## config.mk

```make
export PLATFORM = sky130hd
export DESIGN_NAME = hbd_top
export DESIGN_NICKNAME = d
export VERILOG_FILES = /design/src/rtl/hbd_pkg.sv /design/src/rtl/hbd_addr_latch.sv /design/src/rtl/hbd_window.sv /design/src/rtl/hbd_bank_reg.sv /design/src/rtl/hbd_top.sv
export SDC_FILE = /design/constraint.sdc
export NUM_CORES = 1
export LEC_CHECK = 0
export BUFFER_PORTS_ARGS = -buffer_cell sky130_fd_sc_hd__clkbuf_2
export CAP_MARGIN = 20
export CELL_PAD_IN_SITES_DETAIL_PLACEMENT = 0
export CELL_PAD_IN_SITES_GLOBAL_PLACEMENT = 1
export CORE_ASPECT_RATIO = 0.6
export CORE_MARGIN = 3
export CORE_UTILIZATION = 28
export DETAILED_ROUTE_END_ITERATION = 8
export PLACE_DENSITY = 0.86
export SLEW_MARGIN = 20
export SYNTH_ARGS = -nofsm -noshare
export SYNTH_HDL_FRONTEND = slang
export SYNTH_SLANG_ARGS = --single-unit
```

## constraint.sdc

```tcl
create_clock -name clk -period 5.35 [get_ports clk]
set_input_delay 0 -clock clk [delete_from_list [all_inputs] [get_ports clk]]
set_output_delay 0 -clock clk [all_outputs]
set_load 0.01 [all_outputs]
```

## src/rtl/hbd_pkg.sv

```systemverilog
package hbd_pkg;
    localparam int ADDR_W    = 16;
    localparam int BASE_W    = ADDR_W - 4;
    localparam int BANK_W    = 3;
    localparam int INT_BANKS = 4;
    localparam int EXT_BANK  = 7;
    localparam int DATA_W    = 32;
    localparam int BE_W      = DATA_W / 8;
    localparam logic [7:0] SIG_BYTE = 8'h33;
    localparam logic [1:0] BSEL_SLOT = 2'b11;

    typedef struct packed {
        logic              aen;
        logic [ADDR_W-1:2] addr;
    } hbus_addr_t;

    typedef struct packed {
        logic valid;
        logic bsel;
        logic low_half;
    } dec_t;

    function automatic logic [DATA_W-1:0] bsel_word(input logic [BANK_W-1:0] bank);
        return {SIG_BYTE, {(8-BANK_W){1'b0}}, bank, 16'h0000};
    endfunction
endpackage

```

## src/rtl/hbd_addr_latch.sv

```systemverilog
module hbd_addr_latch #(
    parameter int W = 15
) (
    input  logic         clk,
    input  logic         rst,
    input  logic         strobe_i,
    input  logic [W-1:0] live_i,
    output logic [W-1:0] eff_o
);
    logic         strobe_q;
    logic [W-1:0] held_q;

    always_ff @(posedge clk) begin
        if (rst) strobe_q <= 1'b0;
        else     strobe_q <= strobe_i;
    end

    always_ff @(posedge clk) begin
        if (!strobe_q) held_q <= live_i;
    end

    assign eff_o = strobe_q ? held_q : live_i;

    AST_FROZEN_ADDR: assert property (@(posedge clk) disable iff (rst)
        (strobe_q && $past(strobe_q)) |-> $stable(eff_o));
endmodule

```

## src/rtl/hbd_window.sv

```systemverilog
module hbd_window
    import hbd_pkg::*;
(
    input  logic [BASE_W-1:0] base_i,
    input  hbus_addr_t        eff_i,
    output dec_t              dec_o
);
    logic hit;

    assign hit            = !eff_i.aen && (eff_i.addr[ADDR_W-1:4] == base_i);
    assign dec_o.valid    = hit;
    assign dec_o.bsel     = hit && (eff_i.addr[3:2] == BSEL_SLOT);
    assign dec_o.low_half = hit && !eff_i.addr[3];
endmodule

```

## src/rtl/hbd_bank_reg.sv

```systemverilog
module hbd_bank_reg
    import hbd_pkg::*;
(
    input  logic              clk,
    input  logic              rst,
    input  logic              wr_en_i,
    input  logic [BANK_W-1:0] wdata_i,
    output logic [BANK_W-1:0] bank_o
);
    always_ff @(posedge clk) begin
        if (rst)          bank_o <= '0;
        else if (wr_en_i) bank_o <= wdata_i;
    end

    AST_BANK_HOLD: assert property (@(posedge clk) disable iff (rst)
        !wr_en_i |=> $stable(bank_o));
    AST_BANK_LOAD: assert property (@(posedge clk) disable iff (rst)
        wr_en_i |=> (bank_o == $past(wdata_i)));
endmodule

```

## src/rtl/hbd_top.sv

```systemverilog
module hbd_top
    import hbd_pkg::*;
(
    input  logic                 clk,
    input  logic                 rst,
    input  logic [BASE_W-1:0]    io_base_i,
    input  logic                 as_i,
    input  logic                 aen_i,
    input  logic [ADDR_W-1:2]    addr_i,
    input  logic                 rd_i,
    input  logic                 wr_i,
    input  logic [BE_W-1:0]      be_i,
    input  logic [DATA_W-1:0]    wdata_i,
    output logic [INT_BANKS-1:0] reg_sel_o,
    output logic                 data_oe_o,
    output logic [DATA_W-1:0]    rdata_o,
    output logic                 ext_cs_n_o
);
    localparam int LW = $bits(hbus_addr_t);

    hbus_addr_t        live, eff;
    dec_t              dec;
    logic [BANK_W-1:0] bank;
    logic              bank_wr;
    logic              int_bank;
    logic              unused_bits;

    assign live.aen  = aen_i;
    assign live.addr = addr_i;

    hbd_addr_latch #(.W(LW)) u_latch (
        .clk      (clk),
        .rst      (rst),
        .strobe_i (as_i),
        .live_i   (live),
        .eff_o    (eff)
    );

    hbd_window u_win (
        .base_i (io_base_i),
        .eff_i  (eff),
        .dec_o  (dec)
    );

    assign bank_wr = wr_i && dec.bsel && be_i[2];

    hbd_bank_reg u_bank (
        .clk     (clk),
        .rst     (rst),
        .wr_en_i (bank_wr),
        .wdata_i (wdata_i[16+BANK_W-1:16]),
        .bank_o  (bank)
    );

    assign int_bank = (int'(bank) < INT_BANKS);

    for (genvar g = 0; g < INT_BANKS; g++) begin : g_sel
        assign reg_sel_o[g] = dec.valid && !dec.bsel && (int'(bank) == g);
    end

    assign data_oe_o  = rd_i && (dec.bsel || (dec.valid && int_bank));
    assign rdata_o    = dec.bsel ? bsel_word(bank) : '0;
    assign ext_cs_n_o = !(dec.low_half && (int'(bank) == EXT_BANK));

    assign unused_bits = ^{wdata_i[DATA_W-1:16+BANK_W], wdata_i[15:0], be_i[3], be_i[1:0]};

    AST_SEL_ONEHOT: assert property (@(posedge clk) disable iff (rst)
        $onehot0(reg_sel_o));
    AST_EXT_CS_BANK: assert property (@(posedge clk) disable iff (rst)
        !ext_cs_n_o |-> (bank == BANK_W'(EXT_BANK)));
    AST_EMPTY_BANKS: assert property (@(posedge clk) disable iff (rst)
        (int'(bank) >= INT_BANKS) |-> (reg_sel_o == '0));
    AST_AEN_BLOCKS: assert property (@(posedge clk) disable iff (rst)
        (eff.aen) |-> (!data_oe_o && ext_cs_n_o && reg_sel_o == '0));
endmodule

```

# After elaboration in Yosys (flattened, before gate mapping)
# Cells that the tools add are included.
# totals
regBits	19
inputBits	68
# classes
order_cmp	1
n_mux	2
n_eq_ne	6
reduce_logical	19
# ops
operator	count
30-bit 2-to-1 mux	1
15-bit 2-to-1 mux	1
1-bit logical AND	13
12-bit == test	1
3-bit == test (second input constant)	2
1-bit zero test	4
3-bit by 1-bit == test with 1-bit output (second input constant)	1
3-bit by 2-bit == test with 1-bit output (second input constant)	1
3-bit zero test	1
3-bit < comparator (second input constant)	1
2-bit == test (second input constant)	1
1-bit logical OR	1

# Logic depth before layout (Yosys ltp)
# depth
word_depth	7
ltp_mapped	8
ltp_nobuf	5

# By module
# From an unflattened synthesis, not the netlist that was laid out.
# hier_totals
cells_unflattened	113
area_unflattened_um2	1188.6
# modules_own_cells
mod	instances	cells_each	area_each_um2	seq_area_each_um2
hbd_addr_latch	1	34	564.3	320.3
hbd_top	1	43	329.1	0.0
hbd_window	1	27	193.9	0.0
hbd_bank_reg	1	9	101.3	60.1

# Least setup slack after synthesis
# Ideal clock, no wire load.
# synth_path
path_kind	flip-flop to output port
startpoint	register u_latch.strobe_q
endpoint	output rdata_o[25]
required_time_ns	5.350
stages_incl_launch_ff	9
path_slack_ns	3.423
path_buffers	3
t_arrival_ns	1.927
cell_sequence	dfxtp_1 > buf_6 > buf_8 > mux2_4 > xor2_1 > nor3_2 > nand4_4 > nor2_1 > buf_4
# synth_rtl
element	line_no	source
start, declared	hbd_addr_latch.sv:10	logic strobe_q;
start signal, assigned	hbd_addr_latch.sv:15	else strobe_q <= strobe_i;
end, declared	hbd_top.sv:16	output logic [DATA_W-1:0] rdata_o,

==> results_dict.tcl <==
set metrics [dict create \
    finClkSkew_ns 0.00201 \
    critPathMaxStageDelay_ns 0.91 \
    slowest_stage "dfxtp_1" \
    critPathMaxFanout 19 \
    syn_area_um2 1220 \
    drtIter0Drc 20 \
    detailed_place_hpwl_mm 1.98 \
    highest_layer "met3" \
    start_kind "flop" \
    ant_nets 0 \
    antennaDiodeCount 0 \
    detail_route.first_pass.iterations 4 \
    die_h_um 57.1 \
    synth_cells 115 \
    rsz0062_at_grt "false" \
    power_density_nw_per_um2 209 \
    required_ns 5.35 \
    yosysSeqAreaShare 0.313 \
    drc 0 \
    placed_cell_area_um2 1380 \
    outcome "completed" \
    antenna_found_initial 0 \
    max_freq_mhz 352 \
    max_slew_margin 0.401 \
    cts_tree "done" \
    clk_pin_slew_ns 0.07 \
    first_global_vias 824 \
    critPathArrivalTime_ns 2.84 \
    io_buffers 48 \
    routed_wirelength_mm 2.50 \
    synth_area_leaders "dfxtp_1 31%, buf_4 17%, xor2_1 9.4%" \
    worst_pin_slew_ns 0.897 \
    criticalPathCategory "flop to output pin" \
    crit_chain "mux2_2, xor2_1, nor4_4, nand4_4, or3_1, clkbuf_2" \
    crit_family "simple AND/OR/NAND/NOR gates" \
    synth_top_area_frac 0.313 \
    gp_congestion 0.677 \
    wl_per_cell_um 10.8 \
    finalSetupViolations 0 \
    route.met2.wl_mm 1.19 \
    numCtsBuffers 3 \
    dieWidth_um 91.1 \
    synth_top_cell_by_area "dfxtp_1" \
    synth.avg_cell_area_um2 10.6 \
    end_kind "output pin" \
    initial_core_util 0.311 \
    peakVddDrop_v 0.000125 \
    grt_pass1_wl_mm 3.80 \
    nets 244 \
    synthFlopType "dfxtp_1" \
    post-cts-setup-buffers 0 \
    num_io_pins 106 \
    wl_met1_mm 1.14 \
    num_rows 17 \
    coreArea_um2 3910 \
    cts_buffer_depth 2 \
    hp-class "primary input to flop" \
    min_from "addr_i[7]" \
    period_needed_ns 2.84 \
    placedCellCount 213 \
    grt.total_usage 0.0909 \
    async_reset_ff_frac 0 \
    critPathLaunch "u_latch.strobe_q" \
    synth_warnings 0 \
    fin_total_pwr_uw 328 \
    final_cell_count_no_fill 232 \
    insertion_delay_ns 0.25 \
    cts_sinks 19 \
    finalSetupTns_ns 0 \
    grt_overflow 0 \
    h-tree-depth 1 \
    yosys-top-cells-count "28 x buf_4, 19 x dfxtp_1, 13 x xor2_1" \
    met3_length_um 173 \
    drv_cap 0 \
    grt_max_degree 20 \
    design_area_um2 1570 \
    drv_slew 0 \
    synth.distinct_cells 29 \
    crit_buf_inv 1 \
    vias 893 \
    dieArea_um2 5200 \
    vias_per_cell 3.85 \
    drive_gt1_frac 0.400 \
    rr_startpoint "u_latch.strobe_q" \
    post-route-period-util 0.530 \
    synth_edf_count 0 \
    yosysMostFrequentCell "buf_4" \
    ys_ff_latch 19 \
    hold_viol_final 0 \
    power.static_leakage_nw 0.736 \
    syn_to_final_growth_pct 29.2 \
    clock-root-buffer "clkbuf_8" \
]
metrics by stage:
| step | util | setup slack (ns) | hold slack, ns |
|---|---|---|---|
| 6_report | 0.402 | 2.51 | 0.00873 |
| 5_1_grt | 0.402 | 2.30 | 0.0100 |
| 4_1_cts | 0.402 | 2.44 | 0.00495 |
| 3_5_place_dp | 0.352 | 2.73 | 0.221 |
| 3_3_place_gp | 0.352 | 2.76 | 0.212 |
| 2_1_floorplan | - | 3.42 | 0.0716 |
cells in the final DEF (no fill, tap or decap), drive strengths merged, types with 3 or more instances in the layout:
| master | synthesis | routed |
|---|---|---|
| nand2b | 8 | 8 |
| mux2 | 14 | 14 |
| nor4 | 4 | 4 |
| dlygate4sd3 | 0 | 15 |
| mux2i | 3 | 3 |
| nand2 | 3 | 3 |
| dfxtp | 19 | 19 |
| xor2 | 13 | 13 |
| nor3 | 3 | 3 |
| clkbuf | 0 | 52 |
| conb | 1 | 25 |
power by group:
part / internal [mW] / switching, mW
Sequential: 0.152 / 0.00581
Combinational: 0.0373 / 0.0343
Clock: 0.0528 / 0.0460
layout make-up:
type,count,area [um2]
Inverter,1,3.75
Timing Repair Buffer,63,390
Multi-Input combinational cell,88,681
Tap cell,57,71.3
Fill cell,433,2340
Clock buffer,4,45.0
Sequential cell,19,380
path summary, 6_finish.rpt:
path,slack [ns],end,depth (start not counted)
setup / recovery,2.51,ext_cs_n_o,6
hold / removal,0.009,u_latch.held_q[5],2
setup reg to reg,2.85,u_bank.bank_o[0],5
hold reg to reg,0.48,u_latch.held_q[3],1
state kept, by name (all words and copies together) (netlist names):
name / flops
u_bank.bank_o: 3
u_latch.strobe_q: 1
u_latch.held_q: 15
cells by family after synthesis:
family	synth area share
AND/OR/NAND/NOR	0.195
AO/OA/AOI/OAI	0.0206
XOR/XNOR	0.0936
other	0.00308
multiplexers	0.173
buffers and inverters	0.202
flip-flops	0.313
routing by layer:
metal,up-vias,global-route usage
li1,461,-
met1,403,0.116
met2,29,0.151
met3,0,0.0422
met4,0,0
met5,-,0
worst register-to-register path: stages (launching register included):
cell	delay (ns)
dfxtp_1	0.91
mux2_2	0.44
xor2_1	0.17
nor4_4	0.33
and4_1	0.37
mux2i_1	0.22
timing repair:
action | CTS | global route
resized for setup | 0 | 0
endpoints found under the hold margin | 14 | 0
hold buffers | 15 | 0
Power figures use the tool's default switching activity.
